[src/rtl/dcg_pkg.sv]
package dcg_pkg;
  typedef enum logic [1:0] {
    CMD_ACT = 2'd0,
    CMD_RD  = 2'd1,
    CMD_WR  = 2'd2,
    CMD_PRE = 2'd3
  } cmd_e;

  typedef enum logic [2:0] {
    RSN_NONE  = 3'd0,
    RSN_STATE = 3'd1,
    RSN_TRCD  = 3'd2,
    RSN_TRAS  = 3'd3,
    RSN_TRP   = 3'd4,
    RSN_TRC   = 3'd5,
    RSN_TRWT  = 3'd6
  } reason_e;

  localparam int unsigned NUM_WIN = 5;
  localparam int unsigned WIN_RCD = 0;
  localparam int unsigned WIN_RAS = 1;
  localparam int unsigned WIN_RP  = 2;
  localparam int unsigned WIN_RC  = 3;
  localparam int unsigned WIN_RWT = 4;
endpackage

[src/rtl/dcg_cfg_regs.sv]
module dcg_cfg_regs #(
  parameter int unsigned TW = 8,
  localparam int unsigned CW = TW + 1,
  localparam int unsigned NW = dcg_pkg::NUM_WIN
) (
  input  logic                   clk_i,
  input  logic                   rst_ni,
  input  logic                   load_i,
  input  logic [TW-1:0]          trcd_i,
  input  logic [TW-1:0]          tras_i,
  input  logic [TW-1:0]          trp_i,
  input  logic [TW-1:0]          trc_i,
  input  logic [TW-1:0]          tcl_i,
  input  logic [TW-1:0]          trwt_i,
  output logic [NW-1:0][CW-1:0]  ld_val_o
);
  import dcg_pkg::*;

  function automatic logic [CW-1:0] dec_sat(input logic [CW-1:0] v);
    return (v == '0) ? '0 : v - 1'b1;
  endfunction

  logic [CW-1:0] ras_rp_sum, trc_w, rc_eff, rwt_span;
  logic [NW-1:0][CW-1:0] ld_d, ld_q;

  // effective row cycle folded into one value at load time
  assign ras_rp_sum = {1'b0, tras_i} + {1'b0, trp_i};
  assign trc_w      = {1'b0, trc_i};
  assign rc_eff     = (trc_w > ras_rp_sum) ? trc_w : ras_rp_sum;
  // bus busy through t+tCL, then tRWT gap: earliest write t+tCL+1+tRWT
  assign rwt_span   = {1'b0, tcl_i} + {1'b0, trwt_i};

  always_comb begin
    ld_d[WIN_RCD] = dec_sat({1'b0, trcd_i});
    ld_d[WIN_RAS] = dec_sat({1'b0, tras_i});
    ld_d[WIN_RP]  = dec_sat({1'b0, trp_i});
    ld_d[WIN_RC]  = dec_sat(rc_eff);
    ld_d[WIN_RWT] = rwt_span;
  end

  always_ff @(posedge clk_i or negedge rst_ni) begin
    if (!rst_ni)     ld_q <= '0;
    else if (load_i) ld_q <= ld_d;
  end

  assign ld_val_o = ld_q;

  assert_rc_floor_R6: assert property (@(posedge clk_i) disable iff (!rst_ni)
    load_i |=> (ld_q[WIN_RC] >= ld_q[WIN_RAS]) && (ld_q[WIN_RC] >= ld_q[WIN_RP]));
endmodule

[src/rtl/dcg_down_counter.sv]
module dcg_down_counter #(
  parameter int unsigned CW = 9
) (
  input  logic          clk_i,
  input  logic          rst_ni,
  input  logic          load_i,
  input  logic [CW-1:0] val_i,
  output logic          zero_o
);
  logic [CW-1:0] cnt_q;

  always_ff @(posedge clk_i or negedge rst_ni) begin
    if (!rst_ni)             cnt_q <= '0;
    else if (load_i)         cnt_q <= val_i;
    else if (cnt_q != '0)    cnt_q <= cnt_q - 1'b1;
  end

  assign zero_o = (cnt_q == '0);

  assert_cnt_sat_R8: assert property (@(posedge clk_i) disable iff (!rst_ni)
    (zero_o && !load_i) |=> zero_o);
  assert_cnt_step_R10: assert property (@(posedge clk_i) disable iff (!rst_ni)
    (!zero_o && !load_i) |=> (cnt_q == $past(cnt_q) - 1'b1));
  assert_cnt_load_R10: assert property (@(posedge clk_i) disable iff (!rst_ni)
    load_i |=> (cnt_q == $past(val_i)));
endmodule

[src/rtl/dcg_bank_state.sv]
module dcg_bank_state (
  input  logic clk_i,
  input  logic rst_ni,
  input  logic act_i,
  input  logic pre_i,
  output logic open_o
);
  typedef enum logic {BANK_IDLE = 1'b0, BANK_OPEN = 1'b1} bank_e;
  bank_e st_q;

  always_ff @(posedge clk_i or negedge rst_ni) begin
    if (!rst_ni)    st_q <= BANK_IDLE;
    else if (act_i) st_q <= BANK_OPEN;
    else if (pre_i) st_q <= BANK_IDLE;
  end

  assign open_o = (st_q == BANK_OPEN);

  assert_act_opens_R2: assert property (@(posedge clk_i) disable iff (!rst_ni)
    act_i |=> open_o);
  assert_pre_closes_R2: assert property (@(posedge clk_i) disable iff (!rst_ni)
    pre_i |=> !open_o);
  assert_one_event_R8: assert property (@(posedge clk_i) disable iff (!rst_ni)
    !(act_i && pre_i));
endmodule

[src/rtl/dcg_issue_check.sv]
module dcg_issue_check
  import dcg_pkg::*;
(
  input  logic               req_valid_i,
  input  cmd_e               req_cmd_i,
  input  logic               open_i,
  input  logic [NUM_WIN-1:0] win_zero_i,
  output logic               grant_o,
  output reason_e            reason_o
);
  always_comb begin
    grant_o  = 1'b0;
    reason_o = RSN_NONE;
    if (req_valid_i) begin
      unique case (req_cmd_i)
        CMD_ACT: begin
          if (open_i)                  reason_o = RSN_STATE;
          else if (!win_zero_i[WIN_RP]) reason_o = RSN_TRP;
          else if (!win_zero_i[WIN_RC]) reason_o = RSN_TRC;
          else                         grant_o  = 1'b1;
        end
        CMD_RD: begin
          if (!open_i)                  reason_o = RSN_STATE;
          else if (!win_zero_i[WIN_RCD]) reason_o = RSN_TRCD;
          else                          grant_o  = 1'b1;
        end
        CMD_WR: begin
          if (!open_i)                  reason_o = RSN_STATE;
          else if (!win_zero_i[WIN_RCD]) reason_o = RSN_TRCD;
          else if (!win_zero_i[WIN_RWT]) reason_o = RSN_TRWT;
          else                          grant_o  = 1'b1;
        end
        default: begin
          if (!open_i)                  reason_o = RSN_STATE;
          else if (!win_zero_i[WIN_RAS]) reason_o = RSN_TRAS;
          else                          grant_o  = 1'b1;
        end
      endcase
    end
  end
endmodule

[src/rtl/dram_cmd_guard.sv]
module dram_cmd_guard #(
  parameter int unsigned TW = 8,
  localparam int unsigned CW = TW + 1
) (
  input  logic          clk_i,
  input  logic          rst_ni,
  input  logic          cfg_load_i,
  input  logic [TW-1:0] cfg_trcd_i,
  input  logic [TW-1:0] cfg_tras_i,
  input  logic [TW-1:0] cfg_trp_i,
  input  logic [TW-1:0] cfg_trc_i,
  input  logic [TW-1:0] cfg_tcl_i,
  input  logic [TW-1:0] cfg_trwt_i,
  input  logic          req_valid_i,
  input  logic [1:0]    req_cmd_i,
  output logic          grant_o,
  output logic [2:0]    block_reason_o,
  output logic          bank_open_o
);
  import dcg_pkg::*;

  logic [NUM_WIN-1:0][CW-1:0] ld_val;
  logic [NUM_WIN-1:0]         win_load, win_zero;
  logic                       open, grant;
  logic                       g_act, g_rd, g_wr, g_pre;
  cmd_e                       cmd;
  reason_e                    reason;

  assign cmd = cmd_e'(req_cmd_i);

  dcg_cfg_regs #(.TW(TW)) u_cfg (
    .clk_i   (clk_i),
    .rst_ni  (rst_ni),
    .load_i  (cfg_load_i),
    .trcd_i  (cfg_trcd_i),
    .tras_i  (cfg_tras_i),
    .trp_i   (cfg_trp_i),
    .trc_i   (cfg_trc_i),
    .tcl_i   (cfg_tcl_i),
    .trwt_i  (cfg_trwt_i),
    .ld_val_o(ld_val)
  );

  dcg_issue_check u_chk (
    .req_valid_i(req_valid_i),
    .req_cmd_i  (cmd),
    .open_i     (open),
    .win_zero_i (win_zero),
    .grant_o    (grant),
    .reason_o   (reason)
  );

  assign g_act = grant && (cmd == CMD_ACT);
  assign g_rd  = grant && (cmd == CMD_RD);
  assign g_wr  = grant && (cmd == CMD_WR);
  assign g_pre = grant && (cmd == CMD_PRE);

  always_comb begin
    win_load          = '0;
    win_load[WIN_RCD] = g_act;
    win_load[WIN_RAS] = g_act;
    win_load[WIN_RC]  = g_act;
    win_load[WIN_RP]  = g_pre;
    win_load[WIN_RWT] = g_rd;
  end

  for (genvar w = 0; w < NUM_WIN; w++) begin : g_win
    dcg_down_counter #(.CW(CW)) u_cnt (
      .clk_i (clk_i),
      .rst_ni(rst_ni),
      .load_i(win_load[w]),
      .val_i (ld_val[w]),
      .zero_o(win_zero[w])
    );
  end

  dcg_bank_state u_bank (
    .clk_i (clk_i),
    .rst_ni(rst_ni),
    .act_i (g_act),
    .pre_i (g_pre),
    .open_o(open)
  );

  assign grant_o        = grant;
  assign block_reason_o = reason;
  assign bank_open_o    = open;

  assert_grant_needs_req_R8: assert property (@(posedge clk_i) disable iff (!rst_ni)
    grant_o |-> req_valid_i);
  assert_grant_no_reason_R8: assert property (@(posedge clk_i) disable iff (!rst_ni)
    grant_o |-> (block_reason_o == 3'd0));
  assert_block_has_reason_R9: assert property (@(posedge clk_i) disable iff (!rst_ni)
    (req_valid_i && !grant_o) |-> (block_reason_o != 3'd0));
  assert_col_needs_row_R2: assert property (@(posedge clk_i) disable iff (!rst_ni)
    (grant_o && (req_cmd_i != 2'd0)) |-> bank_open_o);
  assert_act_needs_idle_R2: assert property (@(posedge clk_i) disable iff (!rst_ni)
    (grant_o && (req_cmd_i == 2'd0)) |-> !bank_open_o);
  assert_act_arms_rcd_R3: assert property (@(posedge clk_i) disable iff (!rst_ni)
    (g_act && (ld_val[WIN_RCD] != '0)) |=> !win_zero[WIN_RCD]);
  assert_idle_reason_R1: assert property (@(posedge clk_i) disable iff (!rst_ni)
    !req_valid_i |-> (block_reason_o == 3'd0) && !grant_o);
endmodule

[config.mk]
export PLATFORM = sky130hd
export DESIGN_NAME = dram_cmd_guard
export DESIGN_NICKNAME = d
export VERILOG_FILES = /design/src/rtl/dcg_pkg.sv /design/src/rtl/dcg_cfg_regs.sv /design/src/rtl/dcg_down_counter.sv /design/src/rtl/dcg_bank_state.sv /design/src/rtl/dcg_issue_check.sv /design/src/rtl/dram_cmd_guard.sv
export SDC_FILE = /design/constraint.sdc
export NUM_CORES = 1
export LEC_CHECK = 0
export ABC_AREA = 1
export CORE_MARGIN = 1
export CORE_UTILIZATION = 45
export DETAILED_ROUTE_END_ITERATION = 7
export PLACE_DENSITY = 0.64
export REMOVE_ABC_BUFFERS = 1
export SLEW_MARGIN = 10
export SYNTH_ARGS = -nofsm -noshare
export SYNTH_HDL_FRONTEND = slang
export SYNTH_HIERARCHICAL = 1
export SYNTH_SLANG_ARGS = --single-unit
[constraint.sdc]
create_clock -name clk_i -period 2.54 [get_ports clk_i]
set_clock_uncertainty 0.1 [all_clocks]
set_input_delay 0.508 -clock clk_i [delete_from_list [all_inputs] [get_ports clk_i]]
set_output_delay 0.508 -clock clk_i [all_outputs]
set_load 0.02 [all_outputs]
==> Word-level counts from Yosys, hierarchy flattened <==
Cells that the tools add are included.
{ "totals": {"elab_cells": 91, "register_bits": 91} }
{ "classes": {"eq_ne": 3, "n_mux": 41, "n_addsub": 11, "n_lt_le_gt_ge": 1, "reduce_logical": 24} }
{ "ops": {"columns": ["op", "n"], "rows": [
  ["$mux W9", 15],
  ["$logic_not A9 Y1", 6],
  ["$sub A9 B1 Y9 const B", 6],
  ["$reduce_bool A9 Y1", 5],
  ["$mux W3", 9],
  ["$sub A8 B1 Y9 const B", 3],
  ["$logic_not A8 Y1", 3],
  ["$add A8 B8 Y9", 2],
  ["$mux W1", 13],
  ["$reduce_bool A2 Y1", 6],
  ["$gt A8 B9 Y1", 1],
  ["$pmux W3 S3", 1],
  ["$eq A2 B2 Y1 const B", 2],
  ["$mux W2", 2],
  ["$logic_and A1 B1 Y1", 3],
  ["$pmux W1 S3", 1],
  ["$eq A2 B1 Y1 const B", 1],
  ["$logic_not A2 Y1", 1]
]} }

==> Longest topological paths before layout <==
{ "depth": {"word_depth": 9, "depth_mapped": 30} }

==> Cells and area by module <==
Netlist, hierarchy kept.
{ "by_module_without_submodules": {"columns": ["mod", "area_per_inst_um2", "n_inst", "cells_per_inst"], "rows": [
  ["dcg_cfg_regs", 3163.0, 1, 408],
  ["dcg_down_counter", 608.1, 5, 90],
  ["dcg_issue_check", 222.7, 1, 38],
  ["dcg_bank_state", 40.0, 1, 5],
  ["dram_cmd_guard", 22.5, 1, 6]
]} }

==> Least setup slack after synthesis <==
OpenSTA, ideal clock, no wires.
{ "synth_path": {"path_kind": "input -> register", "from": "input cfg_tras_i[0]", "to": "register u_cfg.ld_q (netlist bit u_cfg/ld_val_o[33])", "setup_ps": 116, "path_buffers": 1, "required_ps": 2324, "arrival_time_ps": 3438, "cell_stages": 29, "slack_ps": -1114, "cell_sequence": "ha_1 inv_1 fa_1 inv_1 nand2_1 nand2_1 nand2_1 xnor2_1 inv_1 ha_1 nand2_1 nor2_1 nand2_1 o211ai_1 nand4_1 nand2_1 nand2_2 nand2_4 nand2_4 buf_6 o21ai_2 ha_1 inv_1 nor2_2 nand2_1 o21bai_1 nand2_1 nand2_1 nand2_1"} }
{ "synth_via": {"elab_chain_cells": 5, "word_cells_on_any_way": 6, "classes_between": "add/sub (2); order compare (1); mux (2); reduce/logical (1)"} }
{ "synth_lines": {"columns": ["element", "line_no", "source"], "rows": [
  ["start, declared", "dram_cmd_guard.sv:9", "input logic [TW-1:0] cfg_tras_i,"],
  ["$add A8 B8 Y9 (*)", "dcg_cfg_regs.sv:27", "assign ras_rp_sum = {1'b0, tras_i} + {1'b0, trp_i};"],
  ["$gt A8 B9 Y1", "dcg_cfg_regs.sv:29", "assign rc_eff = (trc_w > ras_rp_sum) ? trc_w : ras_rp_sum;"],
  ["$mux W9 (*)", "dcg_cfg_regs.sv:29", null],
  ["$sub A9 B1 Y9 / $logic_not A9 Y1 (equally long branches)", "dcg_cfg_regs.sv:20", "return (v == '0) ? '0 : v - 1'b1;"],
  ["$mux W9 (*)", "dcg_cfg_regs.sv:20", null],
  ["end signal, assigned", "dcg_cfg_regs.sv:43", "else if (load_i) ld_q <= ld_d;"],
  ["end, declared", "dcg_cfg_regs.sv:24", "logic [NW-1:0][CW-1:0] ld_d, ld_q;"]
]} }
Mark *: on every way between the ends. The rest lies on a longest branch, timed or not.
A chain may end at the register's enable or synchronous reset.

==> Final worst setup path <==
Ends and elaborated chain as after synthesis.

==> metrics.txt <==
# TYPE chip_impl_metric gauge
chip_impl_info{name="outcome",value="finished, violations left"} 1
chip_impl_info{name="failed_checks",value="setup timing"} 1
chip_impl_metric{name="via_count_of_the_first_global_routing_pass",unit=""} 5973
chip_impl_metric{name="io-pin-count",unit=""} 59
chip_impl_metric{name="drive_above_1_share",unit="%"} 33.57
chip_impl_metric{name="max_slew.worst_pin.slew",unit="ns"} 0.5615
chip_impl_metric{name="setup_viol",unit=""} 9
chip_impl_metric{name="postRouteWirelength",unit="mm"} 15.79
chip_impl_metric{name="critical_path_peak_fanout",unit=""} 5
chip_impl_metric{name="r2r_cells",unit=""} 18
chip_impl_metric{name="antenna_found_initial",unit=""} 0
chip_impl_metric{name="clk_transition_reported_paths",unit="ns"} 0.06
chip_impl_metric{name="ant_nets",unit=""} 0
chip_impl_info{name="root_buffer",value="sky130_fd_sc_hd__clkbuf_16"} 1
chip_impl_metric{name="post_synth.cell_area_avg",unit="µm²"} 7.154
chip_impl_metric{name="overflow",unit=""} 0
chip_impl_metric{name="synth_seq_area_share",unit="%"} 35.09
chip_impl_metric{name="internal_power",unit="µW"} 4390
chip_impl_metric{name="pwr-share-clk",unit="%"} 17.3
chip_impl_metric{name="slew_viol_final",unit=""} 0
chip_impl_metric{name="wire_length_of_the_first_global_routing_pass",unit="mm"} 26.19
chip_impl_metric{name="clkSinkCount",unit=""} 91
chip_impl_metric{name="die_h",unit="µm"} 122.1
chip_impl_metric{name="synth.ff_latch_count",unit=""} 91
chip_impl_metric{name="grt_usage",unit="%"} 22.02
chip_impl_metric{name="synth_async_sr_flop_share",unit="%"} 100.0
chip_impl_metric{name="post_route_drc_violation_count",unit=""} 0
chip_impl_metric{name="leakage",unit="µW"} 0.004775
chip_impl_metric{name="max_freq",unit="GHz"} 0.2948
chip_impl_metric{name="start_util",unit="%"} 46.39
chip_impl_metric{name="syn2layout_area_growth",unit="%"} 45.28
chip_impl_metric{name="chipWidth",unit="µm"} 122.1
chip_impl_metric{name="slew-limit-headroom",unit="%"} 62.57
chip_impl_metric{name="num-nets-final",unit=""} 1232
chip_impl_metric{name="period_share",unit="%"} 133.5
chip_impl_metric{name="timing.final.hold_violations",unit=""} 0
chip_impl_metric{name="total_power",unit="µW"} 7267
chip_impl_metric{name="cts_max_level",unit=""} 3
chip_impl_metric{name="place_hpwl",unit="mm"} 11.44
chip_impl_metric{name="largest_incremental_delay_on_the_critical_path",unit="ns"} 0.34
chip_impl_metric{name="buffer_ports.inserted",unit=""} 58
chip_impl_metric{name="dr.first_iter.drc_count",unit=""} 325
chip_impl_metric{name="pwr-share-seq",unit="%"} 31.3
chip_impl_metric{name="syn_area",unit="µm²"} 6489
chip_impl_info{name="endpoint",value="u_cfg/ld_val_o[33]$_DFFE_PN0P_"} 1
chip_impl_info{name="reg2reg_to",value="g_win[3].u_cnt/cnt_q[1]$_DFFE_PN0P_"} 1
chip_impl_metric{name="placedInstanceArea",unit="µm²"} 8391
chip_impl_metric{name="worstSkewPairLatency",unit="ns"} 0.35
chip_impl_metric{name="detailedPlace.worstSlack",unit="ns"} -1.714
chip_impl_metric{name="cts_inserted_buffers",unit=""} 9
chip_impl_info{name="most_common_cell_after_layout_fill_and_taps_aside",value="sky130_fd_sc_hd__nand2_1"} 1
chip_impl_metric{name="power_frac_comb",unit="%"} 51.4
chip_impl_metric{name="clock_tree.buffer_depth",unit=""} 2
chip_impl_metric{name="synth.yosys.warnings",unit=""} 6
chip_impl_metric{name="vias",unit=""} 6378
chip_impl_metric{name="pwr_density_cell",unit="nW/µm²"} 770.9
chip_impl_metric{name="rrSetupSlack",unit="ns"} 0.10
chip_impl_metric{name="syn_inst",unit=""} 907
chip_impl_info{name="critical_path.endpoint_type",value="flip-flop"} 1
chip_impl_info{name="startpoint_type",value="input port"} 1
chip_impl_info{name="crit_type",value="input port to flip-flop"} 1
chip_impl_metric{name="die_area",unit="µm²"} 14900
chip_impl_info{name="mostFrequentLayoutCells",value="sky130_fd_sc_hd__nand2_1, sky130_fd_sc_hd__buf_4, sky130_fd_sc_hd__dfrtp_1"} 1
chip_impl_metric{name="cp.required",unit="ns"} 2.67
chip_impl_metric{name="netSwitchingPower",unit="µW"} 2877
chip_impl_metric{name="switching_share",unit="%"} 39.59
chip_impl_metric{name="ir_drop",unit="µV"} 349.4
chip_impl_metric{name="netlist-cell-type-count",unit=""} 37
chip_impl_metric{name="gp_congestion",unit=""} 0.8484
chip_impl_metric{name="max-cap-violations",unit=""} 0
chip_impl_info{name="worstSetupStartpoint",value="cfg_tras_i[0]"} 1
chip_impl_info{name="cp_common_cell",value="sky130_fd_sc_hd__nand2_4"} 1
chip_impl_metric{name="avgRoutedWirePerCell",unit="µm"} 11.93
chip_impl_metric{name="grt_start_max_net_pins",unit=""} 43
chip_impl_info{name="reg2reg_from",value="g_win[3].u_cnt/cnt_q[1]$_DFFE_PN0P_"} 1
chip_impl_metric{name="cp_data_arrival_time",unit="ns"} 3.53
chip_impl_metric{name="antenna_cells",unit=""} 0
chip_impl_metric{name="fp-row-count",unit=""} 43
chip_impl_metric{name="fp.coreArea",unit="µm²"} 13990
chip_impl_metric{name="min_hold_slack",unit="ns"} 0.04706
chip_impl_metric{name="post_layout_minimum_cycle_time",unit="ns"} 3.392
chip_impl_metric{name="drt_pass1_iterations",unit=""} 5
chip_impl_info{name="hold_class",value="input port to asynchronous set/reset pin"} 1
chip_impl_info{name="synth_ff_type",value="sky130_fd_sc_hd__dfrtp_1"} 1
chip_impl_info{name="rsz0062_at_grt",value="true"} 1
chip_impl_info{name="critPathSlowestCell",value="sky130_fd_sc_hd__fa_2"} 1
chip_impl_metric{name="post_drt_via_cell_ratio",unit=""} 4.817
chip_impl_metric{name="layout.cell_area.non_filler",unit="µm²"} 9427
chip_impl_metric{name="synth_enable_flop_cells",unit=""} 0
chip_impl_metric{name="smallest_setup_slack_after_layout",unit="ns"} -0.8520
chip_impl_info{name="cts_tree",value="done"} 1
Yosys cell counts, types with 2 or more instances:
cell	instances	area, µm²
sky130_fd_sc_hd__a21oi_1	19	95.09
sky130_fd_sc_hd__a21oi_2	2	17.52
sky130_fd_sc_hd__clkbuf_1	10	37.54
sky130_fd_sc_hd__dfrtp_1	91	2277
sky130_fd_sc_hd__fa_1	2	40.04
sky130_fd_sc_hd__ha_1	37	462.9
sky130_fd_sc_hd__inv_1	107	401.6
sky130_fd_sc_hd__inv_2	24	90.09
sky130_fd_sc_hd__nand2_1	283	1062
sky130_fd_sc_hd__nand2_2	15	93.84
sky130_fd_sc_hd__nand2_4	2	22.52
sky130_fd_sc_hd__nand3_1	61	305.3
sky130_fd_sc_hd__nand3_2	4	40.04
sky130_fd_sc_hd__nand3_4	5	87.58
sky130_fd_sc_hd__nand3b_1	8	60.06
sky130_fd_sc_hd__nand4_1	5	31.28
sky130_fd_sc_hd__nor2_1	82	307.8
sky130_fd_sc_hd__nor2_2	4	25.02
sky130_fd_sc_hd__nor2_4	11	123.9
sky130_fd_sc_hd__nor3_1	6	30.03
sky130_fd_sc_hd__o21ai_0	46	230.2
sky130_fd_sc_hd__o21ai_1	14	70.07
sky130_fd_sc_hd__o21ai_2	12	105.1
sky130_fd_sc_hd__o21bai_1	4	30.03
sky130_fd_sc_hd__o31ai_1	7	52.55
sky130_fd_sc_hd__or2_2	5	31.28
sky130_fd_sc_hd__xnor2_1	15	131.4
sky130_fd_sc_hd__xor2_1	17	148.9
how the worst min path moves through the flow:
stage,end,slack (ns),depth (start not counted)
2_1_floorplan,g_win[0].u_cnt/cnt_q[0]$_DFFE_PN0P_,0.11,0
3_3_place_gp,u_cfg/ld_val_o[36]$_DFFE_PN0P_,0.35,2
3_5_place_dp,g_win[1].u_cnt/cnt_q[7]$_DFFE_PN0P_,0.35,2
4_1_cts,g_win[1].u_cnt/cnt_q[1]$_DFFE_PN0P_,0.07,1
5_1_grt,g_win[1].u_cnt/cnt_q[2]$_DFFE_PN0P_,0.10,1
6_report,g_win[1].u_cnt/cnt_q[1]$_DFFE_PN0P_,0.05,1
worst max-delay path, delay by kind of cell:
family	cells	cell delay, ns
and+or+nand+nor	17	1.30
adders and majority gates	3	0.76
buffers and inverters	9	0.74
xor gates and xnor gates	1	0.19
through the flow:
stage	TNS, ns	cells	utilization [%]
final	-7.317	1324	67.39
after global placement	-27.93	1276	59.98
after detailed placement	-28.74	1276	59.98
after global routing	-10.18	1324	67.39
after floorplan	-39.08	895	-
after CTS	-7.022	1309	63.53
layer usage:
metal	GRT usage, %	up-vias	wire length, µm
met3	2.388	30	473
met4	9.070	0	380
li1	-	3339	-
met1	28.60	2906	7152
met2	37.22	103	7786
met5	0	-	0
power by group through the flow:
stage	registers [µW]	clock network [µW]	logic (µW)
finish	2280	1260	3730
global route	2330	1360	4240
CTS	2260	1290	3310
detailed placement	2280	0	3220
global placement	2270	0	3160
floorplan	2250	0	2040
kinds of logic (layout without fill, tap and decap cells):
family,Yosys count,in the layout,synth area share [%]
flip-flops,91,91,35.09
adder cells (fa/ha/maj),39,39,7.752
XOR/XNOR,32,32,4.319
AND/OR/NAND/NOR,493,493,34.63
buffers and inverters,144,381,8.446
AO/OA/AOI/OAI,108,108,9.757
state kept, by name, indices dropped and copies added (netlist names):
name,cells
g_win.u_cnt/cnt_q,45
u_bank/open_o,1
u_cfg/ld_val_o,45
timing repair:
| item | CTS | global route |
|---|---|---|
| cloned | 0 | 1 |
| hold buffers | 0 | 0 |
| endpoints found under the setup margin | 19 | 61 |
| gates resized for setup | 72 | 122 |
| pin swaps | 33 | 62 |
| buffers inserted | 18 | 15 |
cell type report:
type	instances	area, µm²
clock inverter	5	27.53
tap	180	225.2
clock buffer	11	252.7
inverter	132	510.5
timing repair buffer	233	1993
fill	1201	4562
multi-input combinational	672	4140
sequential	91	2277
(Power assumes the default switching activity.)
